$ cat config.mk
export PLATFORM = sky130hd
export DESIGN_NAME = cdl_column_shift_latch
export DESIGN_NICKNAME = d
export VERILOG_FILES = /design/src/rtl/cdl_pkg.sv /design/src/rtl/cdl_mode_decode.sv /design/src/rtl/cdl_segment.sv /design/src/rtl/cdl_lane_router.sv /design/src/rtl/cdl_out_latch.sv /design/src/rtl/cdl_column_shift_latch.sv
export SDC_FILE = /design/constraint.sdc
export NUM_CORES = 1
export LEC_CHECK = 0
export ABC_AREA = 1
export BUFFER_PORTS_ARGS = -buffer_cell sky130_fd_sc_hd__buf_2
export CAP_MARGIN = 5
export CORE_ASPECT_RATIO = 0.5
export CORE_MARGIN = 3
export CORE_UTILIZATION = 29
export DETAILED_ROUTE_END_ITERATION = 12
export GPL_TIMING_DRIVEN = 0
export SYNTH_ARGS = -nofsm -noshare
export SYNTH_HDL_FRONTEND = slang
export SYNTH_SLANG_ARGS = --single-unit
$ cat constraint.sdc
create_clock -name clk -period 1.2 [get_ports clk]
set_input_delay 0.06 -clock clk [delete_from_list [all_inputs] [get_ports clk]]
set_output_delay 0.06 -clock clk [all_outputs]
set_load 0.005 [all_outputs]
$ cat src/rtl/cdl_pkg.sv
// Package: shared types of the column shift-latch.
// Assumes the select pins are static during a line load.
package cdl_pkg;

    // Arrangement codes, indexed by {bs2, bs1}.
    typedef enum logic [1:0] {
        MODE_SIX   = 2'b00,
        MODE_WIDE  = 2'b01,
        MODE_RSVD  = 2'b10,
        MODE_SPLIT = 2'b11
    } cdl_mode_e;

    // True when neighbouring segments are joined into one long chain.
    function automatic logic joins_pairs(input cdl_mode_e m);
        return (m == MODE_WIDE);
    endfunction

endpackage

$ cat src/rtl/cdl_mode_decode.sv
// Module: turns the two select pins into the segment-joining control.
// Assumes bs1/bs2 are static; the decode is purely combinational.
// The reserved and two-group codes both keep segments separate.
module cdl_mode_decode
    import cdl_pkg::*;
(
    input  logic bs1,
    input  logic bs2,
    output logic wide
);

    cdl_mode_e mode;

    // Purpose: form the mode code and derive the pairing control.
    always_comb begin
        mode = cdl_mode_e'({bs2, bs1});
        wide = joins_pairs(mode);
    end

endmodule

$ cat src/rtl/cdl_segment.sv
// Module: one segment of SEG_LEN shift cells.
// Assumes SEG_LEN >= 2. dir=0 enters at cell 0 and moves up;
// dir=1 enters at cell SEG_LEN-1 and moves down. nxt is the value
// the cells take at the next edge, for the output latch.
module cdl_segment #(
    parameter int SEG_LEN = 32
) (
    input  logic               clk,
    input  logic               rst_n,
    input  logic               dir,
    input  logic               sin,
    output logic [SEG_LEN-1:0] q,
    output logic [SEG_LEN-1:0] nxt
);

    // Purpose: compute the shifted contents for either direction.
    always_comb begin
        if (dir) begin
            nxt = {sin, q[SEG_LEN-1:1]};
        end else begin
            nxt = {q[SEG_LEN-2:0], sin};
        end
    end

    // Purpose: advance the segment by one cell per edge.
    always_ff @(posedge clk) begin
        if (!rst_n) begin
            q <= '0;
        end else begin
            q <= nxt;
        end
    end

endmodule

$ cat src/rtl/cdl_lane_router.sv
// Module: picks the serial input of each segment.
// Assumes LANES is even. In pair mode, segments 2k and 2k+1 form one
// chain fed by db[k]; otherwise segment s is fed by db[s].
module cdl_lane_router #(
    parameter int LANES = 6
) (
    input  logic             wide,
    input  logic             dir,
    input  logic [LANES-1:0] db,
    input  logic [LANES-1:0] seg_lo,
    input  logic [LANES-1:0] seg_hi,
    output logic [LANES-1:0] seg_in
);

    for (genvar s = 0; s < LANES; s++) begin : g_route
        localparam int PAIR = s / 2;
        if ((s % 2) == 0) begin : g_even
            // Purpose: lower half of a pair takes the bus or the upper tail.
            always_comb begin
                if (!wide) begin
                    seg_in[s] = db[s];
                end else if (dir) begin
                    seg_in[s] = seg_lo[s+1];
                end else begin
                    seg_in[s] = db[PAIR];
                end
            end
        end else begin : g_odd
            // Purpose: upper half of a pair takes the bus or the lower head.
            always_comb begin
                if (!wide) begin
                    seg_in[s] = db[s];
                end else if (dir) begin
                    seg_in[s] = db[PAIR];
                end else begin
                    seg_in[s] = seg_hi[s-1];
                end
            end
        end
    end

endmodule

$ cat src/rtl/cdl_out_latch.sv
// Module: output holding stage, sampled on the shift clock.
// Assumes open_n is the active-low strobe. While it is low, q takes the
// chain value of the same edge; while it is high, q holds.
module cdl_out_latch #(
    parameter int WIDTH = 192
) (
    input  logic             clk,
    input  logic             rst_n,
    input  logic             open_n,
    input  logic [WIDTH-1:0] d,
    output logic [WIDTH-1:0] q
);

    // Purpose: follow the chains while open, hold otherwise.
    always_ff @(posedge clk) begin
        if (!rst_n) begin
            q <= '0;
        end else if (!open_n) begin
            q <= d;
        end
    end

endmodule

$ cat src/rtl/cdl_column_shift_latch.sv
// Module: top of the column shift-latch. LANES segments of SEG_LEN
// cells, joined in pairs in the wide mode, feed the output latch.
// Assumes the select pins and dir are static during a line load.
module cdl_column_shift_latch #(
    parameter  int LANES   = 6,
    parameter  int SEG_LEN = 32,
    localparam int COLS    = LANES * SEG_LEN
) (
    input  logic             clk,
    input  logic             rst_n,
    input  logic             bs1,
    input  logic             bs2,
    input  logic             dir,
    input  logic [LANES-1:0] db,
    input  logic             stb_n,
    output logic [COLS-1:0]  col_out
);

    logic             wide;
    logic [LANES-1:0] seg_in;
    logic [LANES-1:0] seg_lo;
    logic [LANES-1:0] seg_hi;
    logic [COLS-1:0]  chain_q;
    logic [COLS-1:0]  chain_d;

    cdl_mode_decode u_dec (
        .bs1  (bs1),
        .bs2  (bs2),
        .wide (wide)
    );

    cdl_lane_router #(.LANES(LANES)) u_route (
        .wide   (wide),
        .dir    (dir),
        .db     (db),
        .seg_lo (seg_lo),
        .seg_hi (seg_hi),
        .seg_in (seg_in)
    );

    for (genvar s = 0; s < LANES; s++) begin : g_seg
        cdl_segment #(.SEG_LEN(SEG_LEN)) u_seg (
            .clk   (clk),
            .rst_n (rst_n),
            .dir   (dir),
            .sin   (seg_in[s]),
            .q     (chain_q[s*SEG_LEN +: SEG_LEN]),
            .nxt   (chain_d[s*SEG_LEN +: SEG_LEN])
        );
        assign seg_lo[s] = chain_q[s*SEG_LEN];
        assign seg_hi[s] = chain_q[s*SEG_LEN + SEG_LEN - 1];
    end

    cdl_out_latch #(.WIDTH(COLS)) u_latch (
        .clk    (clk),
        .rst_n  (rst_n),
        .open_n (stb_n),
        .d      (chain_d),
        .q      (col_out)
    );

endmodule

# Word-level counts from Yosys, hierarchy flattened
# Index checks and enable logic that the tools add are counted.
# op_classes
n_mux	18
eq_ne	1
# ops
operator	n
$mux 32	6
$mux 1	12
$eq 2x1->1 const B	1
# word_totals
word_cells	26
inputBits	12
regBits	384
output_inout_bits	192

# Longest topological paths before layout
# depth
depth_word	3
ltp_mapped	9
depth_no_buf	7

# Hierarchy
# A second synthesis with hierarchy kept.
# unflattened
hier_cells	2679
hier_area_um2	18716.7
# by_module_without_submodules
module	instances	area_per_inst_um2	cells_per_inst	seq_area_each_um2
cdl_segment	6	1677.9	237	640.6
cdl_out_latch	1	8485.6	1216	3843.7
cdl_lane_router	1	153.9	39	0.0
cdl_mode_decode	1	10.0	2	0.0

# Worst setup path after synthesis
# Ideal clock, no wire load.
# synth_path
kind	input to register
from	input dir
to	register u_latch.q[135]
setup_ns	0.113
required_time_ns	1.087
arrival_time_ns	0.898
setup_slack_ns	0.189
stages	8
path_buffers	3
cell_sequence	buf_6 -> buf_6 -> buf_6 -> or2_0 -> o21ai_1 -> nand2_1 -> o211ai_2 -> inv_2
# synth_via
elab_chain_len	1
# synth_lines
element	line	text
from (decl)	cdl_column_shift_latch.sv:13	input logic dir,
$mux 32	cdl_segment.sv:18	if (dir) begin
to (signal assigned)	cdl_out_latch.sv:17	q <= '0;
to (signal assigned)	cdl_out_latch.sv:19	q <= d;
to (decl)	cdl_out_latch.sv:11	output logic [WIDTH-1:0] q
# No other way between the ends.
# A chain may end at the register's enable or synchronous reset.

==> impl_results.md <==
- Total of endpoints with negative setup slack in the final report: 0
- Most common cell in the netlist: dfxtp_1
- Count of fill cells added during filler insertion: 5,295
- Nets@finish: 1,990
- Startpoint types: input pin
- Min cycle time layout: 1.141 ns
- Antenna Cells: 0
- Syn-to-layout area delta: 21.36%
- Run status: finished, final reports clean
- Buffers on Ports: roughly 200
- Prevailing post-synth register cell: dfxtp_1
- Max-cap check violation count: 0
- Initial antenna violation count: 0
- Number of cells upsized or downsized after cts: 0
- DR vias/cell: about 4.4
- Type of element capturing the critical path: flop
- All-Layer GR Usage: between 10% and 20%
- Clk buf depth: 3
- GRT Residual Overflow: 0
- Maximum operating frequency: 876.7 MHz
- Latest clock arrival within the worst-skew pair: 0.53 ns
- Core outline area: 50,580 um^2
- FF-to-FF setup slack: around 0.18 ns
- Number of enable-type register cells in the synthesized netlist: 0
- Path class of the lowest-slack min-delay path: input pin to flop
- Startpoint-to-endpoint class of the critical path: input pin to flop
- Total placed cells including tap cells: 2,620
- Count of standard-cell rows: 58
- Setup repair after global routing missed its margin: false
- Global-route wire length before repair: 62.89 mm
- Pin slew with the least headroom to its limit: 0.9369 ns
- Starting Density: 29.55%
- Power consumption: roughly 29,000 uW
- Final worst clock skew: between 0.008 and 0.009 ns
- H-tree Lvls: 2
- TritonCTS clock tree: done
- Synth top cells by count: dfxtp_1, nand2_1, nor2_1, inv_1, o211ai_1
- Number of global-route vias before repair: 11,900
- Pin count of the biggest net entering global routing: 15
- Per-cell routed wire length: approximately 14 um
- Proportion of layout cells with a drive suffix above 1: a little over a quarter
- Worst-case setup margin in the final layout: just under 0.06 ns
- Residual DRC: 0
- Slew Limit Fails: 0
- Total clock sinks: 384
- Yosys top cell area share: roughly half
- Global placer's final weighted congestion: ~0.76
- Number of storage elements in the synthesis netlist: 384
- Static leakage: around 0.0089 uW
- TritonCTS buffer count: 39
- Final Routed Wirelength: 38.40 mm
- Die Span X: 327.0 um
- Required time at the worst-slack endpoint: 1.63 ns
- Final worst path period share: 95.05%
- Synth Area per Inst: 8.643 um^2
- Die Footprint: 54,460 um^2
- Peak supply drop: 0.0007751 V
- Postcts setup bufs: 0
- Synth Warn #: 0
- Endpoints failing hold: 0
- Final std cells w/o fill: 2,694
- Fraction of registers with async set/reset: 0%
- CP Data Arrival Time: 1.57 ns
- Yosys top cell by area: dfxtp_1
- Pre-CTS setup slack: -0.5104 ns
- Number of instances in the synthesized netlist: between 1,500 and 2,000
- Area of the mapped netlist: 14,940 um^2
- Die boundary height: 166.5 um
- Total I/O pin count: 204
- Via count: 11,820
- Post-route setup TNS: 0 ns
- Sequential area share after synthesis: between 50% and 60%
- Synthesized net count: between 1,500 and 2,000
- Cell area power density: 1621 nW/um^2
- Worst slew slack as a fraction of its limit: 37.54%
- Clock root cell: clkbuf_16
- Residual antenna-violating net count after detailed routing: 0
- Top cells by area in the synthesized netlist: dfxtp_1, o211ai_1, o21ai_2
- Router iterations before antenna repair: 4
- Highest net fanout along the worst path: 10
- Count of unique library cells instantiated by Yosys: 22
- HPWL reported at the end of detailed placement: 27.89 mm
- Iteration-0 DRC Markers: 593
- Post-CTS clock slew at the launch and capture registers of the worst setup and hold paths: 0.06 ns
-- layout by cell type, fill, tap and decap left out, drive strengths merged --
cell type,synthesis,final
dlygate4sd3,0,7
dfxtp,384,384
nand2,230,230
o21ai,172,172
nand3,36,36
bufinv,0,1
clkbuf,36,91
a21oi,20,20
or2,169,169
clkinv,0,9
o211ai,178,178
buf,91,292
nor2,201,201
inv,209,209
o21a,3,3
clkinvlp,0,2
-- metal layers --
layer  global-route usage (%)  routed length (um)  vias up
met2                    26.04               19810      114
met3                    2.617                1332       67
met4                    4.391                1009        0
met1                    16.34               16250     5573
li1                         -                   -     6066
met5                        0                   0        -
-- where the power goes --
group,switching [uW],leakage (uW),internal [uW],total [uW]
combinational,1960,0.00507,1360,3320
sequential,474,0.00318,13600,14100
clock,5060,0.000620,6940,12000
total,7500,0.00887,21900,29400
-- worst paths after layout --
check,from,to,depth (start not counted)
max,stb_n,u_latch.q[154]$_SDFFE_PN0N_,7
min,bs2,g_seg[0].u_seg.q[31]$_SDFF_PN0_,5
max reg2reg,g_seg[0].u_seg.q[7]$_SDFF_PN0_,u_latch.q[8]$_SDFFE_PN0N_,5
min reg2reg,u_latch.q[15]$_SDFFE_PN0N_,u_latch.q[15]$_SDFFE_PN0N_,2
-- layout make-up --
type                            instances  area, um^2  share of cell area, %
Sequential cell                       384        7687                  42.39
Tap cell                              690       863.3                  4.760
Clock buffer                           55        1159                  6.388
Buffer                                127       720.7                  3.974
Clock inverter                         12       93.84                 0.5174
Inverter                              209       787.0                  4.339
Timing Repair Buffer                  208        1076                  5.933
Multi-Input combinational cell       1009        5749                  31.70
-- logic make-up after synthesis --
logic type             after synthesis  share of synthesized area (%)
buffers and inverters              336                          10.09
AOI/OAI and AO/OA                  373                          19.37
and+or+nand+nor                    636                          19.11
DFF                                384                          51.44
-- critical path: stages --
cell and delay, ns:
buf_2 0.11, inv_2 0.05, clkbuf_1 0.70, clkbuf_1 0.38
nand2_1 0.14, o211ai_2 0.08, inv_2 0.04
-- registers in the layout, summed over array words and instances (netlist names) --
| register | cells |
|---|---|
| u_latch.q | 192 |
| g_seg.u_seg.q | 192 |
-- timing repair --
item | 4_1_cts | 5_1_grt
hold endpoints to repair | 17 | 0
setup endpoints to repair | 0 | 0
hold buffers | 7 | 0
-- per-stage QoR --
stage	util [%]	cell area, um^2	hold WS, ns
after floorplan	-	14940	0.1720
after global placement	33.24	16810	0.3302
after detailed placement	33.24	16810	0.3299
after CTS	35.86	18140	0.05980
after global routing	35.86	18140	0.1465
final	35.86	18140	0.08241
Note: power is estimated with default switching activity, not from simulation.
